**config.mk**
```make
export PLATFORM = sky130hd
export DESIGN_NAME = sertx_cts
export DESIGN_NICKNAME = d
export VERILOG_FILES = /design/src/rtl/sertx_pkg.sv /design/src/rtl/sertx_ctssync.sv /design/src/rtl/sertx_bittimer.sv /design/src/rtl/sertx_fsm.sv /design/src/rtl/sertx_cts.sv
export SDC_FILE = /design/constraint.sdc
export NUM_CORES = 1
export LEC_CHECK = 0
export BUFFER_PORTS_ARGS = -buffer_cell sky130_fd_sc_hd__buf_2
export CORE_UTILIZATION = 44
export DETAILED_ROUTE_END_ITERATION = 10
export PLACE_DENSITY_LB_ADDON = 0.05
export SETUP_SLACK_MARGIN = 0.02
export SLEW_MARGIN = 20
export SYNTH_ARGS = -nofsm -noshare
export SYNTH_HDL_FRONTEND = slang
export SYNTH_HIERARCHICAL = 1
export SYNTH_SLANG_ARGS = --single-unit
```
**constraint.sdc**
```tcl
create_clock -name clk -period 6.5 [get_ports clk]
set_input_delay 0.65 -clock clk [delete_from_list [all_inputs] [get_ports clk]]
set_output_delay 0.65 -clock clk [all_outputs]
set_load 0.01 [all_outputs]
```
**src/rtl/sertx_pkg.sv**
```systemverilog
package sertx_pkg;

  typedef enum logic [2:0] {
    ST_IDLE,
    ST_START,
    ST_DATA,
    ST_PAR,
    ST_STOP
  } tx_state_e;

  localparam logic [1:0] STOP_ONE  = 2'b00;
  localparam logic [1:0] STOP_HALF = 2'b01;

  // Length of the stop period in timing units.
  function automatic logic [5:0] stop_units(input logic [1:0] sel, input logic x1);
    if (x1) begin
      stop_units = (sel == STOP_ONE || sel == STOP_HALF) ? 6'd1 : 6'd2;
    end else begin
      case (sel)
        STOP_ONE:  stop_units = 6'd16;
        STOP_HALF: stop_units = 6'd24;
        default:   stop_units = 6'd32;
      endcase
    end
  endfunction

endpackage

```
**src/rtl/sertx_ctssync.sv**
```systemverilog
module sertx_ctssync #(
  parameter int STAGES = 2
) (
  input  logic clk,
  input  logic rst,
  input  logic cts_n_in,
  output logic cts_n_sync
);
  logic [STAGES-1:0] pipe_q;

  always_ff @(posedge clk) begin
    if (rst) pipe_q <= '1;
    else     pipe_q <= {pipe_q[STAGES-2:0], cts_n_in};
  end

  assign cts_n_sync = pipe_q[STAGES-1];
endmodule

```
**src/rtl/sertx_bittimer.sv**
```systemverilog
module sertx_bittimer #(
  parameter int CW = 6
) (
  input  logic          clk,
  input  logic          rst,
  input  logic          unit,
  input  logic          restart,
  input  logic [CW-1:0] target,
  output logic          done
);
  logic [CW-1:0] cnt_q;
  logic [CW-1:0] cnt_inc;

  assign cnt_inc = cnt_q + 1'b1;
  assign done    = unit && !restart && (cnt_inc == target);

  always_ff @(posedge clk) begin
    if (rst || restart) cnt_q <= '0;
    else if (done)      cnt_q <= '0;
    else if (unit)      cnt_q <= cnt_inc;
  end


  cnt_in_range_chk: assert property (@(posedge clk) disable iff (rst)
    cnt_q < target);
endmodule

```
**src/rtl/sertx_fsm.sv**
```systemverilog
module sertx_fsm
  import sertx_pkg::*;
#(
  parameter int DW = 8,
  parameter int CW = 6
) (
  input  logic          clk,
  input  logic          rst,
  input  logic          unit,
  input  logic          bit_done,
  input  logic          x1_mode,
  input  logic          cts_en,
  input  logic          cts_s,
  input  logic [1:0]    stop_sel,
  input  logic [1:0]    char_len,
  input  logic          par_en,
  input  logic          par_odd,
  input  logic          wr_en,
  input  logic [DW-1:0] wr_data,
  output logic          ready,
  output logic          txd,
  output logic          restart,
  output logic [CW-1:0] target
);
  localparam logic [3:0] MIN_BITS = 4'd5;

  tx_state_e     state_q;
  logic [DW-1:0] hold_q, sh_q;
  logic          full_q, par_q, pen_q, txd_q;
  logic [1:0]    len_q, stop_q;
  logic [3:0]    bit_idx_q;
  logic [3:0]    nbits;
  logic [DW-1:0] len_mask;
  logic          cts_ok, slot, launch;

  assign nbits    = MIN_BITS + {2'b00, len_q};
  assign len_mask = {DW{1'b1}} >> (2'd3 - char_len);
  assign cts_ok   = !cts_en || !cts_s;
  assign slot     = (state_q == ST_IDLE) ? unit : (state_q == ST_STOP && bit_done);
  assign launch   = full_q && cts_ok && slot;

  assign restart  = (state_q == ST_IDLE);
  assign target   = (state_q == ST_STOP) ? stop_units(stop_q, x1_mode)
                                         : (x1_mode ? 6'd1 : 6'd16);
  assign ready    = !full_q;
  assign txd      = txd_q;

  always_ff @(posedge clk) begin
    if (rst) begin
      state_q   <= ST_IDLE;
      hold_q    <= '0;
      sh_q      <= '0;
      full_q    <= 1'b0;
      par_q     <= 1'b0;
      pen_q     <= 1'b0;
      len_q     <= '0;
      stop_q    <= '0;
      bit_idx_q <= '0;
      txd_q     <= 1'b1;
    end else if (launch) begin
      full_q    <= 1'b0;
      sh_q      <= hold_q;
      par_q     <= (^(hold_q & len_mask)) ^ par_odd;
      pen_q     <= par_en;
      len_q     <= char_len;
      stop_q    <= stop_sel;
      bit_idx_q <= '0;
      state_q   <= ST_START;
      txd_q     <= 1'b0;
    end else begin
      if (wr_en && !full_q) begin
        full_q <= 1'b1;
        hold_q <= wr_data;
      end
      if (bit_done) begin
        case (state_q)
          ST_START: begin
            state_q <= ST_DATA;
            txd_q   <= sh_q[0];
          end
          ST_DATA: begin
            if (bit_idx_q == nbits - 4'd1) begin
              state_q <= pen_q ? ST_PAR : ST_STOP;
              txd_q   <= pen_q ? par_q : 1'b1;
            end else begin
              bit_idx_q <= bit_idx_q + 4'd1;
              sh_q      <= sh_q >> 1;
              txd_q     <= sh_q[1];
            end
          end
          ST_PAR: begin
            state_q <= ST_STOP;
            txd_q   <= 1'b1;
          end
          ST_STOP: state_q <= ST_IDLE;
          default: state_q <= ST_IDLE;
        endcase
      end
    end
  end


  idle_mark_chk: assert property (@(posedge clk) disable iff (rst)
    (state_q == ST_IDLE) |-> txd_q);

  ready_drop_chk: assert property (@(posedge clk) disable iff (rst)
    (wr_en && ready) |=> !ready);

  ignored_wr_chk: assert property (@(posedge clk) disable iff (rst)
    (wr_en && !ready) |=> (hold_q == $past(hold_q)));

  cts_gate_chk: assert property (@(posedge clk) disable iff (rst)
    ($fell(txd_q) && state_q == ST_START && $past(cts_en)) |-> !$past(cts_s));

  bit_index_chk: assert property (@(posedge clk) disable iff (rst)
    (state_q == ST_DATA) |-> (bit_idx_q < nbits));
endmodule

```
**src/rtl/sertx_cts.sv**
```systemverilog
module sertx_cts #(
  parameter int DW          = 8,
  parameter int SYNC_STAGES = 2,
  parameter int CW          = 6
) (
  input  logic          clk,
  input  logic          rst,
  input  logic          tick16,
  input  logic          ext_clk1x,
  input  logic [3:0]    clk_sel,
  input  logic          cts_en,
  input  logic          cts_n,
  input  logic [1:0]    stop_sel,
  input  logic [1:0]    char_len,
  input  logic          par_en,
  input  logic          par_odd,
  input  logic          wr_en,
  input  logic [DW-1:0] wr_data,
  output logic          ready,
  output logic          txd
);
  logic          x1_mode, unit, cts_s, restart, bit_done;
  logic [CW-1:0] target;

  assign x1_mode = &clk_sel;
  assign unit    = x1_mode ? ext_clk1x : tick16;

  sertx_ctssync #(.STAGES(SYNC_STAGES)) u_sync (
    .clk(clk), .rst(rst), .cts_n_in(cts_n), .cts_n_sync(cts_s)
  );

  sertx_bittimer #(.CW(CW)) u_timer (
    .clk(clk), .rst(rst), .unit(unit), .restart(restart),
    .target(target), .done(bit_done)
  );

  sertx_fsm #(.DW(DW), .CW(CW)) u_fsm (
    .clk(clk), .rst(rst), .unit(unit), .bit_done(bit_done),
    .x1_mode(x1_mode), .cts_en(cts_en), .cts_s(cts_s),
    .stop_sel(stop_sel), .char_len(char_len), .par_en(par_en),
    .par_odd(par_odd), .wr_en(wr_en), .wr_data(wr_data),
    .ready(ready), .txd(txd), .restart(restart), .target(target)
  );
endmodule

```
* Word level (Yosys, flattened, before mapping)
Cells that the tools add are included.
** Storage, ports and cells
- Bits in registers :: 39
- Bits of input ports :: 25
- Output and inout port bits :: 2
- Logic and storage cells :: 82
** Operators by class
- $add $sub $neg :: 5
- Equal/unequal tests :: 10
- Shifts and indexed selects :: 1
- Multiplexer cells :: 21
- Bitwise logic cells :: 4
- Reductions and logical operators :: 28
** Operators with widths (count)
- $mux W8 :: 4
- $mux W6 :: 2
- $pmux W6 S2 :: 1
- $pmux W3 S3 :: 1
- $and A8 B8 Y8 :: 1
- $mux W1 :: 8
- $reduce_and A2 Y1 :: 4
- $reduce_xor A8 Y1 :: 1
- $shr A8 B2 Y8 const A :: 1
- $add A6 B1 Y6 const B :: 1
- $eq A3 B2 Y1 const B :: 2
- $eq A6 B6 Y1 :: 1
- $logic_and A1 B1 Y1 :: 6
- $mux W3 :: 2
- $reduce_and A3 Y1 :: 2
- $mux W5 :: 1
- $add A3 B2 Y4 const A :: 1
- $add A4 B1 Y4 const B :: 1
- $eq A4 B4 Y1 :: 1
- $logic_not A1 Y1 :: 4
- $ne A2 B1 Y1 const B :: 2
- $reduce_and A4 Y1 :: 1
- $reduce_bool A2 Y1 :: 2
- $reduce_bool A4 Y1 :: 1
- other kinds (14) :: 18

* Longest topological paths before layout
Gate-level depths: netlist (run 1).
- Depth after elaboration :: 12
- Mapped depth :: 13
- Mapped depth without buffers :: 11

* By module
The synthesis (run 1) kept the hierarchy.
** By module, submodules not included
- sertx_fsm :: times used 1, cells each 170, area an instance 1567.8 um^2, seq. area each 620.6 um^2
- sertx_bittimer :: times used 1, cells each 43, area an instance 419.2 um^2, seq. area each 120.1 um^2
- sertx_ctssync :: times used 1, cells each 4, area an instance 52.6 um^2, seq. area each 40.0 um^2
- sertx_cts :: times used 1, cells each 2, area an instance 26.3 um^2, seq. area each 0.0 um^2

* Least setup slack after synthesis (run 1)
No wires, ideal clock.
- Path kind :: input port to flip-flop
- Start point :: input port clk_sel[2]
- End point :: register u_fsm.sh_q[0]
- Setup time :: 134 ps
- Data arrival time :: 2832 ps
- Required time :: 6366 ps
- Setup slack :: 3534 ps
- Stages :: 11
- Path buffers :: 2
- Path through :: and4_4 mux2_4 clkbuf_1 nand4b_2 nor4_4 and2_1 nand4bb_4 a31oi_4 buf_6 mux2i_1 a211oi_1
** On the way
- Elaborated cells between the ends (all ways) :: 16
- Those cells by class :: eq/ne (2); mux (6); reduce/logical (8)
** RTL lines
- start, declared :: line sertx_cts.sv:10 : input logic [3:0] clk_sel,
- $reduce_and A4 Y1 (*) :: line sertx_cts.sv:25 : assign x1_mode = &clk_sel;
- $mux W1 (*) :: line sertx_cts.sv:26 : assign unit = x1_mode ? ext_clk1x : tick16;
- net unit :: line sertx_cts.sv:22 : logic x1_mode, unit, cts_s, restart, bit_done;
- $logic_and A1 B1 Y1 (*) (2 in series) :: line sertx_bittimer.sv:15 : assign done = unit && !restart && (cnt_inc == target);
- net bit_done :: line sertx_cts.sv:22
- $logic_and A1 B1 Y1 :: line sertx_fsm.sv:39 : assign slot = (state_q == ST_IDLE) ? unit : (state_q == ST_STOP && bit_done);
- $mux W1 :: line sertx_fsm.sv:39
- $logic_and A1 B1 Y1 :: line sertx_fsm.sv:40 : assign launch = full_q && cts_ok && slot;
- $ne A2 B1 Y1 (no line) / $reduce_bool A2 Y1 (equally long branches)
- $reduce_and A3 Y1 (no line)
- end signal, assigned :: line sertx_fsm.sv:62 : sh_q <= hold_q;
- end signal, assigned :: line sertx_fsm.sv:87 : sh_q <= sh_q >> 1;
- end, declared :: line sertx_fsm.sv:28 : logic [DW-1:0] hold_q, sh_q;
Mark *: on every way through the listed nets, which the timed path passes. The rest lies on a longest branch.
A chain may end at the register's enable or synchronous reset.

* Worst setup path in the final report (run 1)
- Start point :: register u_fsm.state_q[1]
- End point :: register u_fsm.state_q[2]
** On the way
- Longest elaborated chain between the ends :: 8
- Elaborated cells between the ends (all ways) :: 17
- Those cells by class :: eq/ne (6); mux (3); reduce/logical (8)
** Ends and longest elaborated chain
- start, declared :: line sertx_fsm.sv:27 : tx_state_e state_q;
- start signal, assigned :: line sertx_fsm.sv:83 : state_q <= pen_q ? ST_PAR : ST_STOP;
- $eq A3 B3 Y1 (*) :: line sertx_fsm.sv:43 : assign target = (state_q == ST_STOP) ? stop_units(stop_q, x1_mode)
- $mux W6 (*) :: line sertx_fsm.sv:43
- net target[0] :: line sertx_cts.sv:23 : logic [CW-1:0] target;
- $eq A6 B6 Y1 (*) :: line sertx_bittimer.sv:15
- $logic_and A1 B1 Y1 (*) :: line sertx_bittimer.sv:15
- net bit_done :: line sertx_cts.sv:22
- $logic_and A1 B1 Y1 :: line sertx_fsm.sv:39
- $mux W1 :: line sertx_fsm.sv:39
- $logic_and A1 B1 Y1 :: line sertx_fsm.sv:40
- $reduce_or A2 Y1 (no line)
Marks and branches as above.

==> run metrics, run 1 <==
status=complete, but fails checks; violated checks=DRC; nets=265; wirelength, routed=roughly 4000 um; global-route wire length before repair=6960 um; skew final=0.00374 ns; commonest cells after routing, fill and taps aside=dfxtp_1 (39), buf_2 (26), nor2_1 (26); RSZ-0062 raised after global routing=no; CP cell instances=nor2_1, and3_1, nor2b_1, xor2_1, nand4b_2, nor4_4, and2_1, mux2_4, nand4_1, nand2b_1, a21oi_1; Total Neg Setup Slack=0 ns; GR met1 Demand/Resource=between 20 and 25%; worst stage delay on the critical path=approximately 0.7 ns; Cells after DPL=roughly 280; net count after synthesis=approximately 250; DP Wirelength=2930 um; vias=between 1500 and 2000; GP Congestion=roughly 0.79; Routed Antenna Nets=0; DR DRC count=2; WL per Instance=~14 um; P_leak=between 0.8 and 0.9 nW; share of cells above drive strength 1=19.2%; Cell Rows=24; Pwr per Cell Area=between 200 and 250 nW/um^2; register area share after synthesis=37.8%; H-tree level count=2; Synth Area per Inst=9.43 sq um; crit path max fanout=23; Slew @ Worst Pin=just under 0.9 ns; 1st-pass router iterations=7; WP buf/inv=0; Synth cell types=49; # clock sinks=39; P&R area growth vs syn=9.69%; GRT Overall Usage=between 15 and 20%; final hold violation count=0; Hold Buf Count CTS=0; IO buf count=26; Cell Area, Placed=roughly 2200 sq um; drt first-iter violations=about 110; Initial Util=~46%; min-delay src=u_sync/pipe_q[0]$_SDFF_PP1_; critical path type=flip-flop to flip-flop; final worst slack=roughly 2.7 ns; die area=4970 sq um; post-CTS setup buffer count=0; Slowest cell on crit path=nand4_1; crit path capture type=flip-flop; R2R Path Start=u_fsm/state_q[1]$_SDFFE_PP0P_; largest family of logic cells by synthesized area=simple AND/OR/NAND/NOR gates; Post-Synthesis Cells=around 220; fin cells=between 200 and 300; vias in the first global route=~1400; most common cell after layout, fill and taps aside=dfxtp_1; max cap viols=0; CTS clk-pin slew, worst paths=roughly 0.08 ns; Crit path max-delay family=simple AND/OR/NAND/NOR gates; WP data arrival=a little under 4 ns; Worst setup startpoint=u_fsm/state_q[1]$_SDFFE_PP0P_; CTS tree=built; final-report max-slew violation count=0; number of synthesized flops with an enable pin=0; die height=70.5 um; Worst Hold Class=flip-flop to flip-flop; grt peak-use layer=met2; Max-slew headroom=40.6%; Top FF cell, synth=dfxtp_1; crit path time final=between 3 and 4 ns; Required @ worst endpoint=between 6 and 7 ns; core area=4440 sq um; DP Worst Slack=approximately 2.6 ns; CTS Root Cell=clkbuf_8; Max Clk Rate=0.264 GHz; post-synthesis mux area share=under 10%; largest net degree at the start of global routing=29; Finished Cell Area=between 2000 and 2500 sq um; Vias/cell=approximately 5.3; area share of fa/ha/maj cells after synthesis=under 10%; Max clock buf depth=2; Setup Viol. Count Final=0; nature of the critical path startpoint=flip-flop; Post-Synthesis Cell Area=2070 sq um; GR Layer Usage met3=between 4 and 5%; TritonCTS buffer count=5; Post-synth ARST share=0%; Final Cycle Share=between 50% and 60%; Post-Synth Simple-Gate Area=21.0%; Post-Synth XOR/XNOR Area=12.0%; number of diodes=0; Resize count post-CTS=0; Synth Register Bits=39; antenna violations before repair=0; global route total overflow=0; maximum vdd drop=0.000141 V; met2 usage=28.5%; Die Width=about 71 um; total of warnings raised by yosys=6; I/O pin count=27; clk_lat worst skew=about 0.29 ns; compound-cell area share of the yosys netlist=between 10% and 20%
-- cell families after synthesis --
group | Yosys count
simple gates | 76
compound gates | 39
flops | 39
xor+xnor | 25
mux | 19
buf+inv | 18
fa+ha+maj | 2
other cells | 1
-- sequential cells by signal, summed over array words and instances (netlist names) --
name             flops
u_fsm/sh_q           8
u_fsm/txd            1
u_fsm/state_q        3
u_sync/pipe_q        2
u_fsm/full_q         1
u_fsm/pen_q          1
u_fsm/stop_q         2
u_fsm/len_q          2
u_fsm/bit_idx_q      4
u_fsm/hold_q         8
u_fsm/par_q          1
u_timer/cnt_q        6
-- worst reg2reg max path: stages (launching register included) --
cell,delay [ns]
dfxtp_1,0.56
nor2_1,0.14
and3_1,0.24
nor2b_1,0.16
xor2_1,0.19
nand4b_2,0.15
nor4_4,0.38
and2_1,0.30
mux2_4,0.19
nand4_1,0.69
nand2b_1,0.56
a21oi_1,0.09
-- power breakdown --
group / leakage [nW] / internal, W / total [W] / switching, W
sequential: 0.317 / 0.000248 / 0.000255 / 0.00000753
clock: 0.0412 / 0.0000749 / 0.000160 / 0.0000850
combinational: 0.458 / 0.0000281 / 0.0000543 / 0.0000262
total: 0.816 / 0.000351 / 0.000470 / 0.000119
-- through the flow --
| step | power (W) | hold WS [ns] | util [%] |
|---|---|---|---|
| after floorplan | 0.000300 | 0.383 | - |
| after global placement | 0.000314 | 0.386 | 49.1 |
| after detailed placement | 0.000315 | 0.392 | 49.1 |
| final | 0.000470 | 0.408 | 51.0 |
| after global routing | 0.000493 | 0.428 | 51.0 |
| after CTS | 0.000475 | 0.411 | 51.0 |
-- metal layers --
layer,up-vias,wire [um]
li1,805,-
met1,703,1910
met2,26,1870
met3,6,147
met4,0,58
met5,-,0
-- final timing paths --
path | cells after the start | end | slack, ns
setup / recovery | 11 | u_fsm/state_q[2]$_SDFFE_PP0P_ | 2.71
hold reg to reg | 1 | u_sync/pipe_q[1]$_SDFF_PP1_ | 0.41
setup reg to reg | 11 | u_fsm/state_q[2]$_SDFFE_PP0P_ | 2.71
hold / removal | 1 | u_sync/pipe_q[1]$_SDFF_PP1_ | 0.41
-- synth_stat cells, types with 4 or more instances --
master | number | area [sq um]
clkbuf_1 | 4 | 15.0
nand3_1 | 4 | 20.0
mux2i_1 | 17 | 170
xor2_1 | 7 | 61.3
nor2b_1 | 5 | 31.3
a211oi_1 | 14 | 105
buf_2 | 4 | 20.0
nor2_1 | 26 | 97.6
nand4_1 | 4 | 25.0
a21oi_1 | 13 | 65.1
xnor2_1 | 15 | 131
nand2_1 | 16 | 60.1
buf_4 | 4 | 30.0
dfxtp_1 | 39 | 781
inv_1 | 4 | 15.0
-- final cells by class --
type / instances / area (sq um)
tap: 52 / 65.1
timing repair buffer: 26 / 130
sequential: 39 / 781
multi-input combinational: 162 / 1190
fill: 445 / 2180
inverter: 4 / 15.0
clock buffer: 6 / 72.6
clock inverter: 2 / 12.5
Note: power is estimated with default switching activity, not from simulation.
==> inputs of run 2 (changes only) <==
- clock period: 6.5 -> 3.8 ns (I/O delays scaled with it)
==> run metrics, run 2 (synthesis results as in run 1) <==
GR met1 Demand/Resource=between 20% and 30%; RSZ-0062 raised after global routing=no; share of cells above drive strength 1=~20%; Slowest cell on crit path=dfxtp_1; Initial Util=a little under half; met2 usage=between 20% and 30%; Total Neg Setup Slack=0 ns; P_leak=roughly 0.84 nW; fin cells=292; TritonCTS buffer count=5; # clock sinks=39; crit path time final=3.20 ns; Max Clk Rate=between 0.3 and 0.4 GHz; global route total overflow=0; largest net degree at the start of global routing=29; max cap viols=0; grt peak-use layer=met2; CTS clk-pin slew, worst paths=around 0.08 ns; Die Width=slightly above 70 um; Cells after DPL=approximately 280; Routed Antenna Nets=0; final hold violation count=0; Worst Hold Class=input port to flip-flop; global-route wire length before repair=roughly 7000 um; Required @ worst endpoint=4.00 ns; number of diodes=0; GR Layer Usage met3=under 10%; WL per Instance=approximately 14 um; nature of the critical path startpoint=flip-flop; violated checks=DRC; nets=266; H-tree level count=2; Resize count post-CTS=0; GP Congestion=roughly 0.78; wirelength, routed=around 4100 um; clk_lat worst skew=0.30 ns; maximum vdd drop=0.000217 V; most common cell after layout, fill and taps aside=dfxtp_1; DP Wirelength=around 3000 um; CP cell instances=nor2_1, and3_1, and2_1, xnor2_1, nand4b_2, nor4_4, and2_1, nand4bb_4, a31oi_4, mux2i_1, a211oi_1; Hold Buf Count CTS=0; Util after Layout=51.9%; biggest regs=u_fsm/hold_q x8, u_fsm/sh_q x8, u_timer/cnt_q x6; Final Cycle Share=roughly 84%; die area=~5000 sq um; antenna violations before repair=0; drt first-iter violations=66; core area=4440 sq um; skew final=around 0.0035 ns; CTS Root Cell=clkbuf_8; post-CTS setup buffer count=0; DR DRC count=2; critical path type=flip-flop to flip-flop; final-report max-slew violation count=0; Crit path max-delay family=simple AND/OR/NAND/NOR gates; status=complete, but fails checks; Max clock buf depth=2; Vias/cell=between 5 and 6; die height=70.5 um; vias in the first global route=roughly 1500; WP buf/inv=0; worst stage delay on the critical path=between 0.5 and 0.6 ns; P&R area growth vs syn=11.6%; GRT Overall Usage=between 15 and 20%; Pwr per Cell Area=387 nW/um^2; I/O pin count=27; 1st-pass router iterations=7; Slew @ Worst Pin=around 0.85 ns; commonest cells after routing, fill and taps aside=dfxtp_1 (39), buf_2 (26), nor2_1 (26); Filler Cells Inserted=between 400 and 500; vias=roughly 1600; Setup Viol. Count Final=0; crit path max fanout=12; CTS tree=built; Cell Rows=24; IO buf count=26; Max-slew headroom=42.9%; WP data arrival=between 3 and 4 ns; crit path capture type=flip-flop; Crit path top cell by count=and2_1
## run 2: path summary, 6_finish.rpt
path | startpoint | end | slack (ns) | cells after the start
worst max-delay path | u_fsm/state_q[1]$_SDFFE_PP0P_ | u_fsm/sh_q[4]$_SDFFE_PP0P_ | 0.60 | 11
worst min-delay path | cts_n | u_sync/pipe_q[0]$_SDFF_PP1_ | 0.26 | 2
worst max register to register | u_fsm/state_q[1]$_SDFFE_PP0P_ | u_fsm/sh_q[4]$_SDFFE_PP0P_ | 0.60 | 11
worst min register to register | u_sync/pipe_q[0]$_SDFF_PP1_ | u_sync/pipe_q[1]$_SDFF_PP1_ | 0.42 | 1
## run 2: stage by stage
stage          power, W  setup slack (ns)  cell area, sq um  hold slack [ns]
3_5_place_dp   0.000539             0.623              2190            0.395
2_1_floorplan  0.000513              1.08              2070            0.383
6_report       0.000892             0.595              2310            0.263
5_1_grt        0.000930             0.294              2310            0.263
4_1_cts        0.000902             0.583              2310            0.256
3_3_place_gp   0.000538             0.684              2190            0.388
## run 2: per-layer routing
metal  up-vias  wire [um]
met4         0         68
met5         -          0
met2        24       1890
li1        806          -
met1       740       1980
met3         7        149
## run 2: power breakdown
group,switching (W),internal (W),leakage [nW]
logic,0.0000442,0.0000485,0.462
registers,0.0000131,0.000424,0.317
clock network,0.000150,0.000212,0.0612
total,0.000207,0.000685,0.841
## run 2: final cells by class
cell class                 count  area, sq um  share of cell area (%)
clock buffer                   6         82.6                    3.58
clock inverter                 2         35.0                    1.52
inverter                       4         15.0                   0.651
multi-input combinational    162         1190                    51.6
sequential                    39          781                    33.9
tap                           52         65.1                    2.82
timing repair buffer          27          138                    5.97
